===== src/rtl/bsync_pkg.sv =====
// Shared types and control-register bit positions for the byte-synchronous
// transmitter. Assumes an 8-bit host data path.
package bsync_pkg;

    // Kind of character currently loaded into the shifter
    typedef enum logic [1:0] {
        CH_SYNC   = 2'd0,
        CH_DATA   = 2'd1,
        CH_CRC_HI = 2'd2,
        CH_CRC_LO = 2'd3
    } char_kind_t;

    // Control-register bit positions (the host writes these)
    localparam int CTL_EN     = 0;
    localparam int CTL_CRC_IN = 1;
    localparam int CTL_CRCCLR = 2;
    localparam int CTL_EOMARM = 3;

endpackage


===== src/rtl/bsync_host_if.sv =====
// Host register port: control register, single-entry transmit holding buffer,
// wait handshake and the end-of-message latch.
// Assumes a stalled host keeps host_wr and host_wdata steady until wait clears.
module bsync_host_if
    import bsync_pkg::*;
#(
    parameter int DW = 8
) (
    input  logic          clk,
    input  logic          rst_n,
    input  logic          host_wr,
    input  logic          host_sel,
    input  logic [DW-1:0] host_wdata,
    input  logic          take,
    input  logic          eom_set,
    output logic          wait_n,
    output logic          buf_full,
    output logic [DW-1:0] buf_data,
    output logic          buf_crc,
    output logic          tx_en,
    output logic          crc_clr,
    output logic          eom_latch
);

    logic crc_in_q;
    logic ctl_wr;
    logic dat_wr;

    assign ctl_wr = host_wr && host_sel;
    assign dat_wr = host_wr && !host_sel;

    // Stall a data write that finds the buffer occupied
    assign wait_n = !(dat_wr && buf_full);

    // Control register and one-cycle check-clear command
    always_ff @(posedge clk) begin
        if (!rst_n) begin
            tx_en    <= 1'b0;
            crc_in_q <= 1'b0;
            crc_clr  <= 1'b0;
        end else begin
            crc_clr <= ctl_wr && host_wdata[CTL_CRCCLR];
            if (ctl_wr) begin
                tx_en    <= host_wdata[CTL_EN];
                crc_in_q <= host_wdata[CTL_CRC_IN];
            end
        end
    end

    // Holding buffer: fill on an accepted data write, drain on take
    always_ff @(posedge clk) begin
        if (!rst_n) begin
            buf_full <= 1'b0;
            buf_data <= '0;
            buf_crc  <= 1'b0;
        end else if (take) begin
            buf_full <= 1'b0;
        end else if (dat_wr && !buf_full) begin
            buf_full <= 1'b1;
            buf_data <= host_wdata;
            buf_crc  <= crc_in_q;
        end
    end

    // End-of-message latch: set at reset and when check bytes start, host arms it
    always_ff @(posedge clk) begin
        if (!rst_n) begin
            eom_latch <= 1'b1;
        end else if (eom_set) begin
            eom_latch <= 1'b1;
        end else if (ctl_wr && host_wdata[CTL_EOMARM]) begin
            eom_latch <= 1'b0;
        end
    end

    AST_NO_OVERWRITE: assert property (@(posedge clk) disable iff (!rst_n)
        (dat_wr && buf_full && !take) |=> (buf_full && $stable(buf_data)));

endmodule


===== src/rtl/bsync_crc16.sv =====
// Frame check accumulator: reflected CRC-16 (x^16+x^15+x^2+1), zero preset,
// updated a whole character per cycle, LSB of the character first.
// Assumes clr and upd are not requested in the same cycle; clr wins if they are.
module bsync_crc16 #(
    parameter int          DW   = 8,
    parameter int          CW   = 16,
    parameter logic [CW-1:0] POLY = 16'hA001
) (
    input  logic          clk,
    input  logic          rst_n,
    input  logic          clr,
    input  logic          upd,
    input  logic [DW-1:0] din,
    output logic [CW-1:0] crc
);

    // Advance the check value over one character, LSB first
    function automatic logic [CW-1:0] step_char(input logic [CW-1:0] c_in,
                                                input logic [DW-1:0] d);
        logic [CW-1:0] c;
        logic          fb;
        c = c_in;
        for (int i = 0; i < DW; i++) begin
            fb = c[0] ^ d[i];
            c  = c >> 1;
            if (fb) c = c ^ POLY;
        end
        return c;
    endfunction

    // Check register: clear on command, fold in included characters
    always_ff @(posedge clk) begin
        if (!rst_n) begin
            crc <= '0;
        end else if (clr) begin
            crc <= '0;
        end else if (upd) begin
            crc <= step_char(crc, din);
        end
    end

    AST_CRC_HOLD: assert property (@(posedge clk) disable iff (!rst_n)
        (!clr && !upd) |=> $stable(crc));

    AST_CRC_CLEAR: assert property (@(posedge clk) disable iff (!rst_n)
        clr |=> (crc == '0));

endmodule


===== src/rtl/bsync_shifter.sv =====
// Serial shifter with bit-period divider. Raises need at each character
// boundary (or when idle and enabled); the sequencer answers with load.
// Assumes load is only asserted while need is high.
module bsync_shifter #(
    parameter int DW           = 8,
    parameter int CLKS_PER_BIT = 4
) (
    input  logic          clk,
    input  logic          rst_n,
    input  logic          en,
    input  logic          load,
    input  logic [DW-1:0] load_data,
    output logic          need,
    output logic          line
);

    localparam int DIVW = (CLKS_PER_BIT > 1) ? $clog2(CLKS_PER_BIT) : 1;
    localparam int BW   = (DW > 1) ? $clog2(DW) : 1;

    logic [DW-1:0]   shreg;
    logic [DIVW-1:0] divcnt;
    logic [BW-1:0]   bitcnt;
    logic            active;
    logic            last_div;
    logic            last_bit;

    assign last_div = (divcnt == DIVW'(CLKS_PER_BIT - 1));
    assign last_bit = (bitcnt == BW'(DW - 1));
    assign need     = en && (!active || (last_div && last_bit));
    assign line     = active ? shreg[0] : 1'b1;

    // Shift state: stop when disabled, load at boundaries, advance each bit period
    always_ff @(posedge clk) begin
        if (!rst_n) begin
            shreg  <= '1;
            divcnt <= '0;
            bitcnt <= '0;
            active <= 1'b0;
        end else if (!en) begin
            active <= 1'b0;
            divcnt <= '0;
            bitcnt <= '0;
        end else if (load) begin
            shreg  <= load_data;
            divcnt <= '0;
            bitcnt <= '0;
            active <= 1'b1;
        end else if (active) begin
            if (last_div) begin
                divcnt <= '0;
                bitcnt <= bitcnt + 1'b1;
                shreg  <= shreg >> 1;
            end else begin
                divcnt <= divcnt + 1'b1;
            end
        end
    end

    AST_IDLE_MARK: assert property (@(posedge clk) disable iff (!rst_n)
        !en |=> line);

    AST_LOAD_ON_BOUNDARY: assert property (@(posedge clk) disable iff (!rst_n)
        load |-> need);

    AST_BIT_HOLD: assert property (@(posedge clk) disable iff (!rst_n)
        (en && active && !last_div && !load) |=> $stable(shreg));

endmodule


===== src/rtl/bsync_seq.sv =====
// Character sequencer: at each boundary picks pending check low byte, buffered
// data, check high byte on an armed underrun, or sync fill, in that priority.
// Assumes the shifter raises need once per character boundary.
module bsync_seq
    import bsync_pkg::*;
#(
    parameter int            DW        = 8,
    parameter int            CW        = 16,
    parameter logic [DW-1:0] SYNC_CHAR = 8'h16
) (
    input  logic          clk,
    input  logic          rst_n,
    input  logic          en,
    input  logic          need,
    input  logic          buf_full,
    input  logic [DW-1:0] buf_data,
    input  logic          buf_crc,
    input  logic          eom_latch,
    input  logic [CW-1:0] crc,
    output logic          load,
    output logic [DW-1:0] load_data,
    output logic          take,
    output logic          crc_upd,
    output logic          eom_set,
    output logic          eom_sending
);

    char_kind_t    kind;
    char_kind_t    cur_kind;
    logic          msg_active;
    logic          lo_pending;
    logic [DW-1:0] lo_hold;

    // Choose the next character by priority
    always_comb begin
        if (lo_pending) begin
            kind      = CH_CRC_LO;
            load_data = lo_hold;
        end else if (buf_full) begin
            kind      = CH_DATA;
            load_data = buf_data;
        end else if (msg_active && !eom_latch) begin
            kind      = CH_CRC_HI;
            load_data = crc[CW-1 -: DW];
        end else begin
            kind      = CH_SYNC;
            load_data = SYNC_CHAR;
        end
    end

    assign load        = need;
    assign take        = need && (kind == CH_DATA);
    assign crc_upd     = take && buf_crc;
    assign eom_set     = need && (kind == CH_CRC_HI);
    assign eom_sending = en && ((cur_kind == CH_CRC_HI) || (cur_kind == CH_CRC_LO));

    // Frame state: message open, check low byte pending, kind on the line
    always_ff @(posedge clk) begin
        if (!rst_n) begin
            msg_active <= 1'b0;
            lo_pending <= 1'b0;
            lo_hold    <= '0;
            cur_kind   <= CH_SYNC;
        end else if (!en) begin
            msg_active <= 1'b0;
            lo_pending <= 1'b0;
            cur_kind   <= CH_SYNC;
        end else if (need) begin
            cur_kind   <= kind;
            lo_pending <= (kind == CH_CRC_HI);
            if (kind == CH_CRC_HI) begin
                lo_hold    <= crc[DW-1:0];
                msg_active <= 1'b0;
            end else if (kind == CH_DATA) begin
                msg_active <= 1'b1;
            end
        end
    end

    AST_EOM_REARM: assert property (@(posedge clk) disable iff (!rst_n)
        eom_set |=> eom_latch);

    AST_TAKE_EMPTIES: assert property (@(posedge clk) disable iff (!rst_n)
        take |=> !buf_full);

endmodule


===== src/rtl/bsync_tx.sv =====
// Top: byte-synchronous transmitter with per-character check inclusion and
// automatic check-byte append on an armed underrun.
// Assumes a host that holds stalled writes until host_wait_n returns high.
module bsync_tx
    import bsync_pkg::*;
#(
    parameter int            DW           = 8,
    parameter int            CW           = 16,
    parameter int            CLKS_PER_BIT = 4,
    parameter logic [DW-1:0] SYNC_CHAR    = 8'h16
) (
    input  logic          clk,
    input  logic          rst_n,
    input  logic          host_wr,
    input  logic          host_sel,
    input  logic [DW-1:0] host_wdata,
    output logic          host_wait_n,
    output logic          tx_line,
    output logic          tx_empty,
    output logic          eom_sending
);

    logic          buf_full;
    logic [DW-1:0] buf_data;
    logic          buf_crc;
    logic          tx_en;
    logic          crc_clr;
    logic          eom_latch;
    logic          take;
    logic          eom_set;
    logic          crc_upd;
    logic [CW-1:0] crc;
    logic          need;
    logic          load;
    logic [DW-1:0] load_data;

    assign tx_empty = !buf_full;

    bsync_host_if #(.DW(DW)) u_host (
        .clk       (clk),
        .rst_n     (rst_n),
        .host_wr   (host_wr),
        .host_sel  (host_sel),
        .host_wdata(host_wdata),
        .take      (take),
        .eom_set   (eom_set),
        .wait_n    (host_wait_n),
        .buf_full  (buf_full),
        .buf_data  (buf_data),
        .buf_crc   (buf_crc),
        .tx_en     (tx_en),
        .crc_clr   (crc_clr),
        .eom_latch (eom_latch)
    );

    bsync_crc16 #(.DW(DW), .CW(CW)) u_crc (
        .clk  (clk),
        .rst_n(rst_n),
        .clr  (crc_clr),
        .upd  (crc_upd),
        .din  (buf_data),
        .crc  (crc)
    );

    bsync_seq #(.DW(DW), .CW(CW), .SYNC_CHAR(SYNC_CHAR)) u_seq (
        .clk        (clk),
        .rst_n      (rst_n),
        .en         (tx_en),
        .need       (need),
        .buf_full   (buf_full),
        .buf_data   (buf_data),
        .buf_crc    (buf_crc),
        .eom_latch  (eom_latch),
        .crc        (crc),
        .load       (load),
        .load_data  (load_data),
        .take       (take),
        .crc_upd    (crc_upd),
        .eom_set    (eom_set),
        .eom_sending(eom_sending)
    );

    bsync_shifter #(.DW(DW), .CLKS_PER_BIT(CLKS_PER_BIT)) u_shift (
        .clk      (clk),
        .rst_n    (rst_n),
        .en       (tx_en),
        .load     (load),
        .load_data(load_data),
        .need     (need),
        .line     (tx_line)
    );

    AST_WAIT_HOLDS_FULL: assert property (@(posedge clk) disable iff (!rst_n)
        (!host_wait_n && !take) |=> !tx_empty);

endmodule


===== config.mk =====
export PLATFORM = sky130hd
export DESIGN_NAME = bsync_tx
export DESIGN_NICKNAME = d
export VERILOG_FILES = /design/src/rtl/bsync_pkg.sv /design/src/rtl/bsync_host_if.sv /design/src/rtl/bsync_crc16.sv /design/src/rtl/bsync_shifter.sv /design/src/rtl/bsync_seq.sv /design/src/rtl/bsync_tx.sv
export SDC_FILE = /design/constraint.sdc
export NUM_CORES = 1
export LEC_CHECK = 0
export BUFFER_PORTS_ARGS = -buffer_cell sky130_fd_sc_hd__buf_2
export CORE_MARGIN = 2
export CORE_UTILIZATION = 60
export DETAILED_ROUTE_END_ITERATION = 7
export PLACE_DENSITY = 0.88
export SLEW_MARGIN = 0
export SYNTH_ARGS = -nofsm -noshare
export SYNTH_HDL_FRONTEND = slang
export SYNTH_HIERARCHICAL = 1
export SYNTH_SLANG_ARGS = --single-unit

===== constraint.sdc =====
create_clock -name clk -period 3 [get_ports clk]
set_input_delay 0.3 -clock clk [delete_from_list [all_inputs] [get_ports clk]]
set_output_delay 0.3 -clock clk [all_outputs]
set_load 0.05 [all_outputs]

Yosys cells after proc, flatten, opt, wreduce, memory -nomap -nowiden
Index checks and enable logic that the tools add are counted.
W data, S select, Z words.
{"block": "op_classes", "add_sub_neg": 2, "eq_ne": 6, "n_mux": 42, "n_bitwise": 19, "reduce_logical": 33}
{"operator": "$mux W16", "n": 29}
{"operator": "$mux W8", "n": 6}
{"operator": "$not A2 Y3", "n": 8}
{"operator": "$logic_and A1 B1 Y1", "n": 13}
{"operator": "$eq A2 B2 Y1 const B", "n": 4}
{"operator": "$mux W2", "n": 4}
{"operator": "$reduce_and A2 Y1", "n": 4}
{"operator": "$xor A1 B1 Y1", "n": 8}
{"operator": "$reduce_and A3 Y1", "n": 2}
{"operator": "$reduce_bool A2 Y1", "n": 3}
{"operator": "$reduce_or A2 Y1", "n": 3}
{"operator": "$logic_not A1 Y1", "n": 5}
{"operator": "$add A3 B1 Y3 const B", "n": 1}
{"operator": "$eq A3 B3 Y1 const B", "n": 1}
{"operator": "$mux W1", "n": 3}
{"operator": "$not A1 Y1", "n": 3}
{"operator": "$reduce_or A3 Y1", "n": 1}
{"operator": "$add A2 B1 Y2 const B", "n": 1}
{"operator": "$eq A2 B1 Y1 const B", "n": 1}
{"operator": "$logic_or A1 B1 Y1", "n": 2}
{"block": "word_totals", "register_bits": 56, "input_bits": 12, "output_inout_bits": 4, "elab_cells": 118}

Longest topological paths before layout
{"block": "depth", "ltp_word": 43, "ltp_mapped": 10, "ltp_nobuf": 9}

Modules after synthesis
The synthesis kept the hierarchy.
{"mod": "bsync_crc16", "n_inst": 1, "cells_per_inst": 78, "area_per_inst_um2": 809.5, "seq_area_each_um2": 320.3}
{"mod": "bsync_seq", "n_inst": 1, "cells_per_inst": 95, "area_per_inst_um2": 782.0, "seq_area_each_um2": 220.2}
{"mod": "bsync_shifter", "n_inst": 1, "cells_per_inst": 75, "area_per_inst_um2": 683.2, "seq_area_each_um2": 280.3}
{"mod": "bsync_host_if", "n_inst": 1, "cells_per_inst": 61, "area_per_inst_um2": 583.1, "seq_area_each_um2": 280.3}
{"mod": "bsync_tx", "n_inst": 1, "cells_per_inst": 1, "area_per_inst_um2": 3.8, "seq_area_each_um2": 0.0}

Worst setup path before layout
Ideal clock, no wire load.
{"block": "synth_path", "path_type": "register -> register", "start": "register u_host.tx_en", "end": "register u_crc.crc[12]", "setup_time_ps": 128, "arrival_ps": 2164, "required_time_ps": 2872, "path_slack_ps": 708, "stages_incl_launch_ff": 10, "n_path_buf": 4, "period_less_slack_ps": 2292, "path_cell_list": "dfxtp_1 -> buf_2 -> buf_2 -> a21boi_0 -> buf_2 -> nor2b_1 -> and3_1 -> buf_1 -> mux2i_1 -> nor2_1"}
{"block": "synth_between", "elab_chain_cells": 3}
{"item": "start, declared", "line": "bsync_host_if.sv:20", "source": "output logic tx_en,"}
{"item": "start signal, assigned", "line": "bsync_host_if.sv:44", "source": "tx_en <= host_wdata[CTL_EN];"}
{"item": "$logic_and A1 B1 Y1", "line": "bsync_shifter.sv:29", "source": "assign need = en && (!active || (last_div && last_bit));"}
{"item": "named net need", "line": "bsync_tx.sv:33", "source": "logic need;"}
{"item": "$logic_and A1 B1 Y1", "line": "bsync_seq.sv:52", "source": "assign take = need && (kind == CH_DATA);"}
{"item": "$logic_and A1 B1 Y1", "line": "bsync_seq.sv:53", "source": "assign crc_upd = take && buf_crc;"}
{"item": "named net crc_upd", "line": "bsync_tx.sv:31", "source": "logic crc_upd;"}
{"item": "end signal, assigned", "line": "bsync_crc16.sv:38", "source": "crc <= step_char(crc, din);"}
{"item": "end, declared", "line": "bsync_crc16.sv:14", "source": "output logic [CW-1:0] crc"}
The timed path passes the listed nets, and every way through them passes these cells.
A chain may end at the register's enable or synchronous reset.

Final worst setup path
{"block": "layout_path", "start": "register u_shift.bitcnt[0]", "end": "register u_host.buf_data[0]"}
{"block": "layout_between", "elab_chain_cells": 7}
{"item": "start, declared", "line": "bsync_shifter.sv:22", "source": "logic [BW-1:0] bitcnt;"}
{"item": "start signal, assigned", "line": "bsync_shifter.sv:51", "source": "bitcnt <= bitcnt + 1'b1;"}
{"item": "$eq A3 B3 Y1", "line": "bsync_shifter.sv:28", "source": "assign last_bit = (bitcnt == BW'(DW - 1));"}
{"item": "$logic_and A1 B1 Y1", "line": "bsync_shifter.sv:29"}
{"item": "$logic_or A1 B1 Y1", "line": "bsync_shifter.sv:29"}
{"item": "$logic_and A1 B1 Y1", "line": "bsync_shifter.sv:29"}
{"item": "named net need", "line": "bsync_tx.sv:33"}
{"item": "$logic_and A1 B1 Y1", "line": "bsync_seq.sv:52"}
{"item": "named net take", "line": "bsync_tx.sv:29", "source": "logic take;"}
{"item": "$not A1 Y1 (no line)"}
{"item": "$reduce_and A2 Y1 (no line)"}
{"item": "end signal, assigned", "line": "bsync_host_if.sv:60", "source": "buf_data <= host_wdata;"}
{"item": "end, declared", "line": "bsync_host_if.sv:18", "source": "output logic [DW-1:0] buf_data,"}
The timed path passes the listed nets, and every way through them passes these cells.

==> results.tsv <==
stage	metric	value	unit
synth	post-synth top area share	0.385	
hold_path	Hold Path Depth	3	
setup_path	Reg2Reg Depth	8	
sta	RSZ-0062 raised after global routing	no	
setup_path	reg2reg start	u_shift/bitcnt[0]$_SDFFE_PP0P_	
grt	first-pass GRT wire length	8.85	mm
synth	most frequent cells after synthesis	dfxtp_1, nand2_1, mux2i_1, nor2_1, xnor2_1	
clock_tree	Num CTS Buffers	5	
final_layout	Design Area, Final	0.00300	mm²
final_layout	final net count	332	
final_layout	share of layout cells above drive strength 1	0.133	
clock_tree	post-CTS repair timing setup buffer count	0	
sta	Worst Tran Pin Value	0.735	ns
grt	initial antenna violation count	0	
routing	DRT Wirelength	5.37	mm
setup_path	CP Class	reg -> reg	
synth	Avg Synthesized Cell Area	9.23	µm²
setup_path	WP data required	3.23	ns
setup_path	Crit. End Element	flip-flop	
clock_tree	Worst-Skew Late Latency	0.31	ns
synth	Main synth FF type	dfxtp_1	
power	P per Cell Area	438	mW/mm²
placement	Placed Instance Area	0.00291	mm²
routing	Wirelength per Cell	14.5	µm
synth	asr flop ratio synth	0	
clock_tree	CTS resizes	0	
sta	max-slew violations	0	
routing	drt initial violations	137	
sta	Final min period	2.29	ns
sta	setup TNS	0	ns
synth	Synth Register Bits	55	
clock_tree	root buffer cell	clkbuf_8	
power	Lkg Pwr	1.11	nW
status	outcome	completed	
synth	Cells after Synth	310	
synth	Post-synth EDFFs	0	
clock_tree	Worst-path clk slew	0.10	ns
setup_path	Critical Path AT	2.52	ns
synth	synthesized area	0.00286	mm²
floorplanning	CORE AREA	0.00466	mm²
floorplanning	Die Span Y	73.1	µm
routing	# DRC	0	
floorplanning	full die area	0.00534	mm²
sta	final hold violations	0	
setup_path	R2R setup slack	0.71	ns
placement	routability congestion estimate	0.789	
routing	Pre-antenna DRT Iters	5	
floorplanning	Ports	16	
grt	largest net degree at the start of global routing	48	
final_layout	# fillers	361	
final_layout	P&R area growth vs syn	4.90	%
clock_tree	CTS Sinks	55	
clock_tree	CTS Hold Bufs	0	
sta	final setup fails	0	
placement	hpwl dp	3.71	mm
sta	Final Cycle Share	0.764	
setup_path	Reg-to-Reg End	u_host/buf_data[0]$_SDFFE_PN0P_	
grt	Total GRT Usage	0.212	
power	Peak supply drop	0.000281	V
synth	Synth Net Count	327	
hold_path	Hold Path Sink	u_host/crc_clr$_SDFF_PN0_	
clock_tree	CTS tree	built	
sta	worst rel slew slack	0.508	
synth	count leader, synth	dfxtp_1	
floorplanning	Chip Width	73.1	µm
routing	Post-DRT Antenna Nets	0	
floorplanning	FP Rows	25	
routing	Via-to-Cell Ratio	5.79	
hold_path	Min-Delay Path Class	in -> reg	
sta	Worst Skew	0.0140	ns
sta	fmax	0.436	GHz
synth	Synth area leaders	dfxtp_1, mux2i_1, nand2_1	
synth	yosys warns	6	
clock_tree	Max Root-Sink Buffers	2	
grt	gr ovfl total	0	
placement	IO buf count	15	
hold_path	Worst Hold Launch	host_wdata[2]	
setup_path	top fanout value on the critical path	9	
synth	post-synth top area cell	dfxtp_1	
clock_tree	H-tree levels	2	
synth	Netlist cell types	40	
setup_path	Worst setup SP type	flip-flop	
job	max cap viols	0	
floorplanning	Initial Util	0.614	
grt	vias in the first global route	1866	
synth	post-synthesis sequential area ratio	0.385	
routing	vias	2144	
final_layout	Ant. Diodes	0	
==> cells in the final DEF (no fill, tap or decap), drive strengths merged <==
cell / Yosys / final
and3: 9 / 9
inv: 4 / 4
a21oi: 11 / 11
nand3: 6 / 6
nor2: 23 / 23
nor4b: 4 / 4
ha: 5 / 5
nand2b: 8 / 8
xnor3: 2 / 2
o21ai: 7 / 7
a211oi: 9 / 9
a211o: 1 / 1
dfxtp: 55 / 55
or3b: 1 / 1
xnor2: 19 / 19
o31ai: 4 / 4
a21o: 2 / 2
and2: 3 / 3
nor2b: 5 / 5
or2b: 1 / 1
o211ai: 5 / 5
clkinv: 0 / 1
nand3b: 8 / 8
nand2: 50 / 50
o2111a: 1 / 1
xor2: 4 / 4
mux2i: 35 / 35
a21boi: 1 / 1
or2: 1 / 1
clkbuf: 5 / 7
o211a: 1 / 1
a21bo: 2 / 2
buf: 18 / 21
==> sequential cells by signal, indices dropped and copies added, names as in the netlist, 2 cells and up <==
signal           flops
u_crc/crc           16
u_shift/bitcnt       3
u_seq/lo_hold        8
u_shift/divcnt       2
u_shift/shreg        8
u_host/buf_data      8
==> cell type report <==
cell class / count / area [µm²] / area share
multi-input cells: 228 / 1600 / 0.534
flip-flops and latches: 55 / 1100 / 0.367
repair buffers: 21 / 120 / 0.0400
clock buffers: 7 / 86.3 / 0.0288
well taps: 54 / 67.6 / 0.0225
inverters: 4 / 15.0 / 0.00500
clock inverters: 1 / 8.76 / 0.00292
==> metrics by stage <==
stage          power [W]   util  setup slack (ns)  hold slack (ns)  cells
3_3_place_gp    0.000903  0.624             0.842            0.434    362
6_report         0.00131  0.644             0.709            0.220    370
4_1_cts          0.00132  0.644             0.701            0.219    370
3_5_place_dp    0.000906  0.624             0.741            0.444    362
2_1_floorplan   0.000881      -             0.708            0.425    310
5_1_grt          0.00136  0.644             0.582            0.224    370
==> worst max-delay path: stages (launching register included) <==
cell	delay, ns
dfxtp_1	0.34
ha_1	0.21
ha_1	0.20
nand2_1	0.06
a21boi_1	0.08
nor2b_1	0.20
and2_1	0.21
nor4b_4	0.64
mux2i_1	0.28
==> per-layer routing <==
metal | GRT usage | up-vias | routed length, µm
li1 | - | 1062 | -
met1 | 0.305 | 1020 | 2510
met2 | 0.324 | 53 | 2540
met3 | 0.0414 | 9 | 263
met4 | 0.0576 | 0 | 61
met5 | 0 | - | 0
==> how the worst max path moves through the flow <==
| stage | startpoint | to | slack [ns] |
|---|---|---|---|
| final | u_shift/bitcnt[0]$_SDFFE_PP0P_ | u_host/buf_data[0]$_SDFFE_PN0P_ | 0.71 |
| after global routing | u_shift/bitcnt[0]$_SDFFE_PP0P_ | u_host/buf_data[0]$_SDFFE_PN0P_ | 0.58 |
| after CTS | u_shift/bitcnt[0]$_SDFFE_PP0P_ | u_host/buf_data[0]$_SDFFE_PN0P_ | 0.70 |
| after detailed placement | u_shift/bitcnt[0]$_SDFFE_PP0P_ | u_host/buf_data[0]$_SDFFE_PN0P_ | 0.74 |
| after global placement | u_shift/bitcnt[0]$_SDFFE_PP0P_ | u_host/buf_data[5]$_SDFFE_PN0P_ | 0.84 |
| after floorplan | u_host/tx_en$_SDFFE_PN0N_ | u_crc/crc[12]$_SDFFE_PP0P_ | 0.71 |
==> power by group <==
group	total [W]	switching (W)	internal, W	leakage [nW]
Combinational	0.000142	0.0000796	0.0000622	0.620
Sequential	0.000748	0.00000936	0.000739	0.445
Clock	0.000425	0.000235	0.000190	0.0484
==> cell families (layout without fill, tap and decap cells) <==
family / Yosys count / after routing / synth area share
compound gates: 44 / 44 / 0.116
flops: 55 / 55 / 0.385
simple gates: 119 / 119 / 0.207
buf+inv: 27 / 33 / 0.0551
mux: 35 / 35 / 0.122
fa+ha+maj: 5 / 5 / 0.0219
xor+xnor: 25 / 25 / 0.0923
(Power assumes the default switching activity.)
